$ cat src/rtl/peak_pkg.sv
package peak_pkg;
  // pipeline depth beyond one row: row compare (3) + cross-row stage (1)
  localparam int unsigned PIPE_EXTRA = 4;
endpackage

$ cat src/rtl/peak_pe.sv
module peak_pe #(
  parameter int unsigned DATA_W = 8
) (
  input  logic              clk_i,
  input  logic              rst_ni,
  input  logic              en_i,
  input  logic [DATA_W-1:0] a_i,
  input  logic [DATA_W-1:0] b_i,
  output logic [DATA_W-1:0] max_o
);
  logic [DATA_W-1:0] a_q, b_q;

  always_ff @(posedge clk_i or negedge rst_ni) begin
    if (!rst_ni) begin
      a_q <= '0;
      b_q <= '0;
    end else if (en_i) begin
      a_q <= a_i;
      b_q <= b_i;
    end
  end

  assign max_o = (a_q >= b_q) ? a_q : b_q;
endmodule

$ cat src/rtl/peak_dly.sv
module peak_dly #(
  parameter int unsigned DATA_W = 8,
  parameter int unsigned DEPTH  = 8
) (
  input  logic              clk_i,
  input  logic              rst_ni,
  input  logic              en_i,
  input  logic [DATA_W-1:0] d_i,
  output logic [DATA_W-1:0] q_o
);
  logic [DATA_W-1:0] sr_q [DEPTH];

  always_ff @(posedge clk_i or negedge rst_ni) begin
    if (!rst_ni) begin
      for (int i = 0; i < DEPTH; i++) sr_q[i] <= '0;
    end else if (en_i) begin
      sr_q[0] <= d_i;
      for (int i = 1; i < DEPTH; i++) sr_q[i] <= sr_q[i-1];
    end
  end

  assign q_o = sr_q[DEPTH-1];
endmodule

$ cat src/rtl/peak_row_max.sv
module peak_row_max #(
  parameter int unsigned DATA_W = 8
) (
  input  logic              clk_i,
  input  logic              rst_ni,
  input  logic              en_i,
  input  logic [DATA_W-1:0] x_i,
  output logic [DATA_W-1:0] max_o
);
  logic [DATA_W-1:0] prev_q, pair_max;

  always_ff @(posedge clk_i or negedge rst_ni) begin
    if (!rst_ni)   prev_q <= '0;
    else if (en_i) prev_q <= x_i;
  end

  // x_i is broadcast to both compare elements
  peak_pe #(.DATA_W(DATA_W)) u_pe_a (
    .clk_i, .rst_ni, .en_i, .a_i(prev_q), .b_i(x_i), .max_o(pair_max)
  );
  peak_pe #(.DATA_W(DATA_W)) u_pe_b (
    .clk_i, .rst_ni, .en_i, .a_i(pair_max), .b_i(x_i), .max_o(max_o)
  );

  assert_row_max_covers_newest_R3: assert property (@(posedge clk_i) disable iff (!rst_ni)
    en_i |=> max_o >= $past(x_i));
  assert_row_hold_idle_R1: assert property (@(posedge clk_i) disable iff (!rst_ni)
    !en_i |=> $stable(max_o));
endmodule

$ cat src/rtl/peak_col_max.sv
module peak_col_max #(
  parameter int unsigned DATA_W  = 8,
  parameter int unsigned ROW_LEN = 8
) (
  input  logic              clk_i,
  input  logic              rst_ni,
  input  logic              en_i,
  input  logic [DATA_W-1:0] h_i,
  output logic [DATA_W-1:0] max_o
);
  logic [DATA_W-1:0] up1, up2, cur_q, far_max;

  peak_dly #(.DATA_W(DATA_W), .DEPTH(ROW_LEN)) u_tap1 (
    .clk_i, .rst_ni, .en_i, .d_i(h_i), .q_o(up1)
  );
  peak_dly #(.DATA_W(DATA_W), .DEPTH(ROW_LEN)) u_tap2 (
    .clk_i, .rst_ni, .en_i, .d_i(up1), .q_o(up2)
  );

  // aligns the current row with the registered maximum of the two older rows
  always_ff @(posedge clk_i or negedge rst_ni) begin
    if (!rst_ni)   cur_q <= '0;
    else if (en_i) cur_q <= h_i;
  end

  peak_pe #(.DATA_W(DATA_W)) u_pe_old (
    .clk_i, .rst_ni, .en_i, .a_i(up2), .b_i(up1), .max_o(far_max)
  );
  peak_pe #(.DATA_W(DATA_W)) u_pe_new (
    .clk_i, .rst_ni, .en_i, .a_i(far_max), .b_i(cur_q), .max_o(max_o)
  );
endmodule

$ cat src/rtl/peak_filter.sv
module peak_filter #(
  parameter int unsigned DATA_W = 8
) (
  input  logic [DATA_W-1:0] orig_i,
  input  logic [DATA_W-1:0] win_max_i,
  input  logic [DATA_W-1:0] thresh_i,
  input  logic              margin_i,
  output logic [DATA_W-1:0] res_o
);
  logic is_peak, above;

  always_comb begin
    is_peak = (orig_i == win_max_i);
    above   = (orig_i >= thresh_i);
    res_o   = (is_peak && above && !margin_i) ? orig_i : '0;
  end
endmodule

$ cat src/rtl/peak3x3_stream.sv
module peak3x3_stream
  import peak_pkg::*;
#(
  parameter int unsigned DATA_W  = 8,
  parameter int unsigned ROW_LEN = 8,
  parameter int unsigned ROWS    = 6
) (
  input  logic              clk_i,
  input  logic              rst_ni,
  input  logic              valid_i,
  input  logic [DATA_W-1:0] data_i,
  input  logic [DATA_W-1:0] thresh_i,
  output logic              valid_o,
  output logic [DATA_W-1:0] data_o
);
  localparam int unsigned LAT    = ROW_LEN + PIPE_EXTRA;
  localparam int unsigned COL_W  = (ROW_LEN > 1) ? $clog2(ROW_LEN) : 1;
  localparam int unsigned ROW_W  = (ROWS > 1) ? $clog2(ROWS) : 1;
  localparam int unsigned FILL_W = $clog2(LAT + 1);

  logic              adv;
  logic [DATA_W-1:0] row_max, win_max, orig, res;
  logic [FILL_W-1:0] fill_q;
  logic [COL_W-1:0]  col_q;
  logic [ROW_W-1:0]  row_q;
  logic              out_fire, on_margin;

  assign adv = valid_i;

  peak_row_max #(.DATA_W(DATA_W)) u_row (
    .clk_i, .rst_ni, .en_i(adv), .x_i(data_i), .max_o(row_max)
  );
  peak_col_max #(.DATA_W(DATA_W), .ROW_LEN(ROW_LEN)) u_col (
    .clk_i, .rst_ni, .en_i(adv), .h_i(row_max), .max_o(win_max)
  );
  peak_dly #(.DATA_W(DATA_W), .DEPTH(LAT)) u_orig (
    .clk_i, .rst_ni, .en_i(adv), .d_i(data_i), .q_o(orig)
  );

  assign out_fire  = adv && (fill_q == FILL_W'(LAT));
  assign on_margin = (col_q == '0) || (col_q == COL_W'(ROW_LEN - 1)) ||
                     (row_q == '0) || (row_q == ROW_W'(ROWS - 1));

  peak_filter #(.DATA_W(DATA_W)) u_filt (
    .orig_i(orig), .win_max_i(win_max), .thresh_i(thresh_i),
    .margin_i(on_margin), .res_o(res)
  );

  // output-aligned position counters
  always_ff @(posedge clk_i or negedge rst_ni) begin
    if (!rst_ni) begin
      fill_q <= '0;
      col_q  <= '0;
      row_q  <= '0;
    end else begin
      if (adv && fill_q != FILL_W'(LAT)) fill_q <= fill_q + 1'b1;
      if (out_fire) begin
        if (col_q == COL_W'(ROW_LEN - 1)) begin
          col_q <= '0;
          row_q <= (row_q == ROW_W'(ROWS - 1)) ? '0 : row_q + 1'b1;
        end else begin
          col_q <= col_q + 1'b1;
        end
      end
    end
  end

  always_ff @(posedge clk_i or negedge rst_ni) begin
    if (!rst_ni) begin
      valid_o <= 1'b0;
      data_o  <= '0;
    end else begin
      valid_o <= out_fire;
      if (out_fire) data_o <= res;
    end
  end

  assert_valid_after_input_R1: assert property (@(posedge clk_i) disable iff (!rst_ni)
    valid_o |-> $past(valid_i));
  assert_idle_no_output_R1: assert property (@(posedge clk_i) disable iff (!rst_ni)
    !valid_i |=> !valid_o);
  assert_peak_meets_thresh_R5: assert property (@(posedge clk_i) disable iff (!rst_ni)
    (valid_o && data_o != '0) |-> data_o >= $past(thresh_i));
  assert_reset_quiet_R7: assert property (@(posedge clk_i)
    !rst_ni |-> (!valid_o && data_o == '0));
endmodule

$ cat config.mk
export PLATFORM = sky130hd
export DESIGN_NAME = peak3x3_stream
export DESIGN_NICKNAME = d
export VERILOG_FILES = /design/src/rtl/peak_pkg.sv /design/src/rtl/peak_pe.sv /design/src/rtl/peak_dly.sv /design/src/rtl/peak_row_max.sv /design/src/rtl/peak_col_max.sv /design/src/rtl/peak_filter.sv /design/src/rtl/peak3x3_stream.sv
export SDC_FILE = /design/constraint.sdc
export NUM_CORES = 1
export LEC_CHECK = 0
export CORE_ASPECT_RATIO = 1.5
export CORE_UTILIZATION = 35
export CTS_CLUSTER_SIZE = 28
export DETAILED_ROUTE_END_ITERATION = 16
export PLACE_DENSITY = 0.52
export SETUP_SLACK_MARGIN = 0.05
export SLEW_MARGIN = 25
export SYNTH_ARGS = -nofsm -noshare
export SYNTH_HDL_FRONTEND = slang
export SYNTH_SLANG_ARGS = --single-unit
$ cat constraint.sdc
create_clock -name clk_i -period 3.44 [get_ports clk_i]
set_clock_uncertainty 0.1 [all_clocks]
set_input_delay 0.344 -clock clk_i [delete_from_list [all_inputs] [get_ports clk_i]]
set_output_delay 0.344 -clock clk_i [all_outputs]
set_load 0.05 [all_outputs]
After elaboration in Yosys (flattened, before gate mapping)
Index checks and enable logic that the tools add are counted.

cells by class
  $add $sub $neg = 3
  order comparisons = 5
  equality and inequality tests = 5
  multiplexer cells = 7
  reductions and logical operators = 11

operator list
  kind                 count
  $ge 8x8->1           5
  $mux 8               5
  $eq 8x8->1           1
  $add 3x1->3 const B  2
  $eq 3x3->1 const B   2
  $logic_not 3->1      2
  $mux 3               2
  $add 4x1->4 const B  1
  $eq 4x4->1 const B   1
  $logic_and 1x1->1    4
  $ne 4x4->1 const B   1
  $logic_or 1x1->1     3
  $reduce_and 2->1     1
  $logic_not 1->1      1

storage, ports and cells
  register bits = 267
  input bits = 19
  output and inout port bits = 9
  word-level logic and storage cells = 67

Longest topological paths before layout
Gate-level depths: netlist of run 1.

  depth after elaboration = 7
  mapped depth = 9

Cells and area by module
Synthesis of run 1 repeated with hierarchy kept, for this count alone.

second synthesis, totals
  cell total of the unflattened synthesis = 969
  area, all modules = 14701.6 µm²

modules (own cells, without submodules)
  module                        times used  cells an instance  area each (µm²)  sequential area each (µm²)
  peak_dly at u_col.u_tap1 ...  2           143                2738.9           1601.5
  peak_dly at u_orig            1           211                3824.9           2402.3
  peak_pe                       4           77                 873.3            400.4
  peak3x3_stream                1           85                 858.3            475.5
  peak_filter                   1           45                 384.1            0.0
  peak_col_max                  1           17                 331.6            200.2
  peak_row_max                  1           17                 331.6            200.2

Worst setup path after synthesis of run 1
Ideal clock, no wire load.

  path kind = register -> register
  start = register u_col.u_pe_new.a_q[0]
  end = register data_o[0]
  arrival time = 2394 ps
  required time = 3273 ps
  setup slack = 879 ps
  stages on the path, launching flop included = 10
  path through = dfrtp_1 inv_1 ha_1 nand2b_4 a2111oi_4 o211ai_2 and2_4 a211o_1 a221oi_4 a22o_1

between the ends
  longest elaborated chain between the ends = 6

ends and longest elaborated chain
  item                                 line                  text
  start, declared                      peak_pe.sv:11         logic [DATA_W-1:0] a_q, b_q;
  start signal, assigned               peak_pe.sv:18         a_q <= a_i;
  $ge 8x8->1                           peak_pe.sv:23         assign max_o = (a_q >= b_q) ? a_q : b_q;
  $mux 8 (*)                           peak_pe.sv:23
  $eq 8x8->1 (*)                       peak_filter.sv:13     is_peak = (orig_i == win_max_i);
  $logic_and 1x1->1 (*) (2 in series)  peak_filter.sv:15     res_o = (is_peak && above && !margin_i) ? orig_i : '0;
  $mux 8 (*)                           peak_filter.sv:15
  end signal, assigned                 peak3x3_stream.sv:74  if (out_fire) data_o <= res;
  end, declared                        peak3x3_stream.sv:14  output logic [DATA_W-1:0] data_o

Mark *: on every way between the ends. The rest lies on a longest branch, timed or not.
A chain may end at the register's enable or synchronous reset.

Worst setup path after layout of run 1
  start = register u_col.u_pe_new.a_q[0]
  end = register data_o[6]

The elaborated chain is that of the path after synthesis.

==> key figures, run 1 <==
Run status
  – Status: completed

Yosys
  – Primary FF master, synth: dfrtp_1
  – Synth unique cells: 46
  – Post-Syn Nets: 927
  – Post-synthesis cell count: 863
  – Syn Std Cell Area: 11400 sq um
  – Yosys warns: 0
  – Async S/R FF share, synth: 100%
  – Seq/Total Area, Yosys: 58.5%
  – EDFF count, synth: 0
  – Synth Area per Inst: 13.2 sq um
  – Post-synthesis register bit count: 267

STA
  – Final WS setup: 0.579 ns
  – Final hold vios: 0
  – RSZ-0062 raised after global routing: no
  – Slew margin rel.: 31.4%
  – Final-report max-slew violation count: 0
  – Worst Tran Pin Value: 1.03 ns
  – # setup viols final: 0
  – Final min period: 2.86 ns
  – Setup tns final: 0 ns
  – Fin crit share: 83.2%
  – Highest clock rate: 0.350 GHz

Clocking
  – Root buf cell: clkbuf_16
  – CTS clk-pin slew, worst paths: 0.07 ns
  – Clock Latency Late Sink: 0.53 ns
  – CTS buffer count: 26
  – Post-CTS Setup Inserts: 0
  – Sinks on the clock net: 267
  – CTS H-tree depth: 1
  – Post-CTS Hold Buffers: 1
  – CTS tree: done
  – # resized after CTS: 0
  – Largest buffer count on any clock path: 3

Layout
  – ANT cells: 0
  – Flip-flop and latch area: 6680 sq um
  – Most common cell after layout, fill and taps aside: dfrtp_1
  – Nets: 952
  – Most frequent cells in the layout: 267 x dfrtp_1, 198 x mux2_2, 57 x o21ai_0, 45 x ha_1, 43 x inv_1
  – Synthesis-to-layout area growth: 14.7%
  – Ratio of cells with drive above 1 in the final layout: 28.0%
  – Post-route cell area: 13100 sq um
  – Fillers: 2986
  – Multi-input gate area: 4420 sq um

Place
  – DP Worst Slack: 0.617 ns
  – Final GP Congestion: 0.916
  – Cell Area, Placed: 12200 sq um
  – Port Buf Inserts: 27
  – Hpwl dp: 13.1 mm

Global routing
  – Initial antenna violation count: 0
  – Grt total ovfl: 0
  – GRT Overall Usage: 12.9%
  – Global-route wire length before repair: 34.9 mm
  – Largest net degree at the start of global routing: 211
  – Vias in the first global route: 6801

Detailed routing
  – DRT Wirelength: 20.5 mm
  – DR vias: 6501
  – Vias per Instance: 4.94
  – TritonRoute pass-1 iters: 4
  – DRT antenna net count: 0
  – Drc violations: 0
  – 1st-iter DRT viols: 215
  – Avg WL per Cell: 15.5 microns

Critical path
  – CP arrival: 3.22 ns
  – Critical path required time: 3.80 ns
  – Max FO, Critical Path: 7
  – Crit Path Class: reg -> reg
  – Startpoint types: register
  – Worst Setup End Kind: register

Floorplanning
  – Core area: 31900 sq um
  – Die Ht: 223 microns
  – Num rows: 80
  – Die Width: 149 microns
  – Initial Util: 35.7%
  – Io pins: 28
  – Die Area: 33300 sq um

Power and ir drop
  – VDD IR max: 0.000380 V
  – Cell Pwr Density: 825 nW/um^2
  – Leakage power: 5.80 nW

Hold path
  – Hold Crit Class: in -> reg

Job
  – Total of max-cap violations: 0
## cells in the mapped netlist (all sizes together) (2+ instances only)
cell type,count,area [sq um]
dfrtp,267,6680
mux2,198,2230
o21ai,63,315
ha,45,563
inv,43,161
nand2,42,158
clkbuf,37,139
nor2,27,101
a31oi,22,138
nand3b,21,158
a21o,10,75.1
a21oi,10,50.1
o21a,10,75.1
xnor2,8,70.1
a2111oi,7,86.3
a22o,7,61.3
nand2b,6,45.0
nand3,4,20.0
nand4,4,25.0
o22ai,4,25.0
nor3,3,20.0
a221oi,2,35.0
a22oi,2,15.0
nor2b,2,12.5
o2111ai,2,17.5
o31a,2,17.5
or3,2,12.5
## flip-flops by register name (all words and copies together), names as in the netlist
| register | flops |
|---|---|
| u_col.u_tap1.q_o | 8 |
| fill_q | 4 |
| u_col.u_tap2.sr_q | 56 |
| u_orig.q_o | 8 |
| data_o | 8 |
| u_orig.sr_q | 72 |
| u_col.u_tap2.q_o | 8 |
| u_col.u_pe_old.a_q | 8 |
| u_col.u_tap1.sr_q | 56 |
| col_q | 3 |
| valid_o | 1 |
| row_q | 3 |
| u_col.u_pe_new.a_q | 8 |
| u_row.u_pe_a.a_q | 8 |
| u_row.prev_q | 8 |
| u_row.u_pe_b.a_q | 8 |
## worst paths after layout
kind	endpoint	from	slack [ns]	cells after the start
worst min-delay path	u_col.u_pe_new.a_q[7]	valid_i	0.11	2
worst max-delay path	data_o[6]	u_col.u_pe_new.a_q[0]	0.58	9
max in group asynchronous	fill_q[0]	rst_ni	2.07	3
min in group asynchronous	u_orig.sr_q[67]	rst_ni	0.29	2
worst max register to register	data_o[6]	u_col.u_pe_new.a_q[0]	0.58	9
worst min register to register	u_col.u_tap2.sr_q[60]	u_col.u_tap1.q_o[4]	0.38	2
## layer usage
metal / GRT usage, % / vias to the layer above / share of wire [%]
li1: - / 3110 / -
met1: 17.2 / 3264 / 47
met2: 21.1 / 88 / 48
met3: 1.70 / 39 / 2.9
met4: 5.27 / 0 / 2.8
met5: 0 / - / 0
## cell families (layout without fill, tap and decap cells)
| group | Yosys count | after routing | share of synthesized area [%] |
|---|---|---|---|
| adder cells (fa/ha/maj) | 45 | 45 | 4.93 |
| AND/OR/NAND/NOR | 114 | 114 | 5.04 |
| multiplexers | 199 | 199 | 19.6 |
| flip-flops | 267 | 267 | 58.5 |
| XOR/XNOR | 9 | 9 | 0.691 |
| buffers and inverters | 82 | 126 | 2.70 |
| AO/OA/AOI/OAI | 147 | 147 | 8.46 |
## critical path: stages (launching register included)
cell	delay, ns
dfrtp_1	0.38
inv_1	0.10
ha_1	0.24
nand2b_4	0.15
a2111oi_4	0.41
o211ai_2	0.22
a2111oi_2	0.39
o2111ai_1	0.24
a221oi_4	0.38
a22o_1	0.20
## area by class of cell
cell class	instances	area share [%]
clock buffers	41	6.10
clock inverters	6	0.994
inverters	44	1.26
multi-input cells	514	33.8
flip-flops and latches	267	51.0
well taps	410	3.92
repair buffers	35	2.91
## per-stage QoR
step                      instances  hold slack (ns)  utilization, %  power, mW
after floorplan                 863          -0.0516               -       6.99
after global placement         1269            0.306            38.1       7.75
after detailed placement       1269            0.306            38.1       7.85
after CTS                      1317           0.0818            41.0       11.0
after global routing           1317            0.100            41.0       11.6
final                          1317            0.108            41.0       10.8
## power breakdown
part,switching [mW],internal (mW),total (mW),leakage (nW)
Clock,1.18,1.89,3.07,0.456
Sequential,0.772,4.31,5.08,3.26
Combinational,1.23,1.42,2.65,2.09
Power figures use the tool's default switching activity.
==> inputs of run 2 (changes only) <==
- PLACE_DENSITY: 0.52 -> 0.54
- clock period: 3.44 -> 2.6 ns (I/O delays scaled with it)
==> run 2 against run 1 <==
The flow now finishes with violations (setup timing). Die area is the same. Power is 29% higher. Sequential power rose by 31%. Routed wire length increased by 0.53%. Largest cell class unchanged. Highest routed layer unchanged.
==> key figures, run 2 (synthesis gave the netlist of run 1 again) <==
Run status
  – Status: finished, violations left
  – Failing checks: setup timing

Layout
  – Flip-flop and latch area: 6680 sq um
  – Max reg flops: 72
  – Synthesis-to-layout area growth: 15.5%
  – Most common cell after layout, fill and taps aside: dfrtp_1
  – Final Util: 41.3%
  – Fillers: 3007
  – ANT cells: 0
  – Biggest regs: u_orig.sr_q: 72 flops, u_col.u_tap1.sr_q: 56 flops, u_col.u_tap2.sr_q: 56 flops
  – Nets: 984
  – Largest Register: u_orig.sr_q
  – Ratio of cells with drive above 1 in the final layout: 30.0%
  – Most frequent cells in the layout: 267 x dfrtp_1, 198 x mux2_2, 56 x o21ai_0, 44 x ha_1
  – Multi-input gate area: 4460 sq um

Power and ir drop
  – VDD IR max: 0.000440 V
  – Cell Pwr Density: 1060 nW/um^2
  – Leakage power: 5.86 nW

Critical path
  – CP arrival: 2.98 ns
  – Worst setup path startpoint: u_col.u_pe_new.a_q[0]
  – Critical path required time: 2.96 ns
  – Worst Setup End Kind: register
  – Worst r2r src: u_col.u_pe_new.a_q[0]
  – Startpoint types: register
  – Max FO, Critical Path: 7
  – Reg2Reg Depth: 9
  – Crit Path Class: reg -> reg

Detailed routing
  – Vias per Instance: 4.93
  – Drc violations: 0
  – TritonRoute pass-1 iters: 4
  – Avg WL per Cell: 15.3 microns
  – 1st-iter DRT viols: 316
  – DRT Wirelength: 20.6 mm
  – DRT antenna net count: 0
  – DR vias: 6637

STA
  – # setup viols final: 7
  – Worst hold margin: 0.177 ns
  – Highest clock rate: 0.381 GHz
  – Worst Tran Pin Value: 0.828 ns
  – Fin crit share: 101%
  – RSZ-0062 raised after global routing: yes
  – Final WS setup: -0.0253 ns
  – Final min period: 2.63 ns
  – Final-report max-slew violation count: 0
  – Final hold vios: 0
  – Slew margin rel.: 44.8%

Floorplanning
  – Die Ht: 223 microns
  – Num rows: 80
  – Io pins: 28
  – Initial Util: 35.7%
  – Die Width: 149 microns
  – Die Area: 33300 sq um
  – Core area: 31900 sq um

Global routing
  – Initial antenna violation count: 0
  – Vias in the first global route: 6947
  – Met1 GRT Util: 16.3%
  – GRT Overall Usage: 12.9%
  – GR Util met2: 21.6%
  – Largest net degree at the start of global routing: 163
  – Grt total ovfl: 0
  – Global-route wire length before repair: 35.0 mm
  – Met3 Usage GRT: 1.68%
  – Gr busiest metal: met2

Clocking
  – Root buf cell: clkbuf_16
  – Clock Latency Late Sink: 0.52 ns
  – CTS tree: done
  – Sinks on the clock net: 267
  – CTS H-tree depth: 1
  – Largest buffer count on any clock path: 3
  – CTS clk-pin slew, worst paths: 0.06 ns
  – CTS buffer count: 25

Place
  – Port Buf Inserts: 27
  – Hpwl dp: 13.5 mm
  – Final GP Congestion: 0.882
  – DP Worst Slack: -0.0908 ns

Job
  – Total of max-cap violations: 0

Hold path
  – Hold Crit Class: in -> async
[run 2: worst paths after layout]
path / to / slack [ns]
worst min-delay path: u_orig.sr_q[78] / 0.18
max in group asynchronous: u_col.u_tap2.sr_q[29] / 1.41
worst max register to register: data_o[3] / -0.03
min in group clk_i: u_row.prev_q[6] / 0.21
worst max-delay path: data_o[3] / -0.03
worst min register to register: u_orig.q_o[5] / 0.38
[run 2: worst max-delay path, cell delays in order (launching register included)]
cell	delay [ns]
dfrtp_1	0.39
inv_2	0.08
ha_4	0.19
nand2b_4	0.14
a2111oi_4	0.36
o211ai_2	0.19
and2_4	0.20
a211o_1	0.32
a221oi_4	0.42
a22o_1	0.19
[run 2: final cells by class]
type	count	share of cell area (%)
Tap cell	410	3.89
Sequential cell	267	50.7
Inverter	44	1.25
Clock inverter	4	0.171
Timing Repair Buffer	68	4.88
Clock buffer	39	5.30
Multi-Input combinational cell	514	33.8
[run 2: through the flow]
step                total power, mW  TNS, ns  area, sq um  std cells
floorplan                      9.25        0        11400        863
global placement               10.5   -0.438        12400       1294
detailed placement             10.6   -0.622        12400       1294
CTS                            14.1   -0.145        13100       1343
global route                   15.0   -0.931        13200       1346
finish                         14.0   -0.112        13200       1346
[run 2: what timing repair did]
| item | in CTS | in global routing |
|---|---|---|
| pin swaps | 10 | 6 |
| hold buffers | 2 | 0 |
| hold endpoints to repair | 61 | 0 |
| setup endpoints to repair | 8 | 10 |
| gates resized for setup | 1 | 4 |
| setup buffers | 4 | 4 |
[run 2: power breakdown]
group	internal [mW]	total, mW	switching, mW	leakage (nW)
logic	2.18	3.97	1.79	2.25
clock network	1.84	3.35	1.51	0.349
registers	5.70	6.65	0.951	3.26
total	9.72	14.0	4.25	5.86
[run 2: routing by layer]
metal / share of wire, % / routed length, microns / up-vias
met4: 3.9 / 797 / 0
met3: 2.8 / 567 / 47
li1: - / - / 3185
met1: 45 / 9210 / 3322
met5: 0 / 0 / -
met2: 49 / 10000 / 83
==> inputs of run 3 (changes only) <==
- MAX_ROUTING_LAYER: not set -> met4
==> run 3 against run 2 <==
The run still ends with setup timing left. Largest power group unchanged. Clock power about the same. Count of clock-buffer cells in the layout unchanged. Final cell count unchanged. Routed wire length decreased by 0.11%. Die area unchanged. Power about the same. Critical path type unchanged. Fmax decreased by 0.32%. Sequential power about the same. Register-to-register slack about the same. Combinational power about the same. Hold slack got worse by 0.012 ns. Sequential cell count unchanged.
==> key figures, run 3 (synthesis gave the netlist of run 1 again) <==
Global routing
  – Global-route wire length before repair: 35.1 mm
  – Largest net degree at the start of global routing: 163
  – Grt total ovfl: 0
  – Vias in the first global route: 6934
  – GRT Overall Usage: 13.3%
  – Initial antenna violation count: 0

Layout
  – Nets: 984
  – Most common cell after layout, fill and taps aside: dfrtp_1
  – Post-route cell area: 13200 sq um
  – ANT cells: 0
  – Multi-input gate area: 4460 sq um
  – Fillers: 3007
  – Final Util: 41.3%
  – Largest Register: u_orig.sr_q
  – Max reg flops: 72
  – Most frequent cells in the layout: 267 x dfrtp_1, 198 x mux2_2, 56 x o21ai_0, 44 x ha_1
  – Synthesis-to-layout area growth: 15.5%
  – Flip-flop and latch area: 6680 sq um
  – Biggest regs: u_orig.sr_q: 72 flops, u_col.u_tap1.sr_q: 56 flops, u_col.u_tap2.sr_q: 56 flops
  – Ratio of cells with drive above 1 in the final layout: 30.0%

Critical path
  – Worst Setup End Kind: register
  – Crit Path Class: reg -> reg
  – Critical path required time: 2.95 ns
  – Startpoint types: register
  – Max FO, Critical Path: 7
  – CP arrival: 2.99 ns

Power and ir drop
  – Leakage power: 5.86 nW
  – Cell Pwr Density: 1060 nW/um^2
  – VDD IR max: 0.000440 V

Clocking
  – Largest buffer count on any clock path: 3
  – CTS buffer count: 25
  – CTS clk-pin slew, worst paths: 0.06 ns
  – Sinks on the clock net: 267
  – CTS H-tree depth: 1
  – Root buf cell: clkbuf_16
  – Clock Latency Late Sink: 0.52 ns
  – CTS tree: done

Detailed routing
  – DR vias: 6640
  – Avg WL per Cell: 15.3 microns
  – Drc violations: 0
  – DRT antenna net count: 0
  – TritonRoute pass-1 iters: 4
  – Vias per Instance: 4.93
  – 1st-iter DRT viols: 258
  – DRT Wirelength: 20.6 mm

STA
  – Highest clock rate: 0.380 GHz
  – Worst Tran Pin Value: 0.814 ns
  – Final min period: 2.63 ns
  – Fin crit share: 101%
  – Final hold vios: 0
  – Final WS setup: -0.0336 ns
  – RSZ-0062 raised after global routing: yes
  – # setup viols final: 7
  – Final-report max-slew violation count: 0
  – Slew margin rel.: 45.8%

Hold path
  – Hold Crit Class: in -> async

Floorplanning
  – Io pins: 28
  – Die Width: 149 microns
  – Die Ht: 223 microns
  – Initial Util: 35.7%
  – Core area: 31900 sq um
  – Num rows: 80
  – Die Area: 33300 sq um

Run status
  – Failing checks: setup timing
  – Status: finished, violations left

Place
  – Port Buf Inserts: 27
  – Final GP Congestion: 0.899
  – Hpwl dp: 13.5 mm
  – Cell Area, Placed: 12400 sq um
  – DP Worst Slack: -0.0908 ns

Job
  – Total of max-cap violations: 0
-- run 3: cell counts in the layout (fill, tap and decap cells not counted) --
Identical to the previous run, type by type.
-- run 3: report_power, final --
group / total [mW] / internal [mW] / switching [mW]
sequential: 6.65 / 5.70 / 0.953
clock: 3.34 / 1.84 / 1.50
combinational: 3.97 / 2.18 / 1.79
total: 14.0 / 9.71 / 4.24
-- run 3: critical path, stage by stage (launching register included) --
cell and delay [ns]:
dfrtp_1 0.41, ha_4 0.24, nand2b_4 0.14, a2111oi_4 0.36, o211ai_2 0.19, and2_4 0.20, a211o_1 0.32, a221oi_4 0.42
a22o_1 0.19
-- run 3: area by class of cell --
class                      count  area share [%]
sequential                   267            50.7
multi-input combinational    514            33.8
clock buffer                  39            5.30
timing repair buffer          68            4.88
tap                          410            3.89
inverter                      44            1.25
clock inverter                 4           0.171
-- run 3: metal layers --
metal | track usage, % | vias up | routed length [microns] | part of all wire (%)
met5 | - | - | 0 | 0
met2 | 21.5 | 85 | 9930 | 48
met4 | 6.35 | 0 | 850 | 4.1
met3 | 1.68 | 56 | 554 | 2.7
li1 | - | 3184 | - | -
met1 | 16.3 | 3315 | 9220 | 45
-- run 3: timing repair --
item | 4_1_cts | 5_1_grt
setup buffers | 4 | 4
hold buffers | 2 | 0
hold endpoints to repair | 61 | 0
pin swaps | 10 | 6
resized for setup | 1 | 4
setup endpoints to repair | 8 | 10
-- run 3: metrics by stage --
stage / total power, mW / cells / hold WS, ns / TNS (ns)
4_1_cts: 14.1 / 1343 / 0.180 / -0.145
5_1_grt: 15.0 / 1346 / 0.202 / -0.931
3_3_place_gp: 10.5 / 1294 / 0.155 / -0.438
6_report: 14.0 / 1346 / 0.165 / -0.172
2_1_floorplan: 9.25 / 863 / -0.136 / 0
3_5_place_dp: 10.6 / 1294 / 0.152 / -0.622
-- run 3: final timing paths --
kind / start / to / slack (ns) / cells after the start
max in group asynchronous: rst_ni / u_col.u_tap2.sr_q[29] / 1.40 / 3
hold reg to reg: u_col.u_tap1.q_o[2] / u_col.u_tap2.sr_q[58] / 0.38 / 2
min in group clk_i: data_i[6] / u_row.prev_q[6] / 0.21 / 3
setup reg to reg: u_col.u_tap1.sr_q[48] / data_o[3] / -0.03 / 8
hold / removal: rst_ni / u_orig.sr_q[58] / 0.16 / 2
setup / recovery: u_col.u_tap1.sr_q[48] / data_o[3] / -0.03 / 8
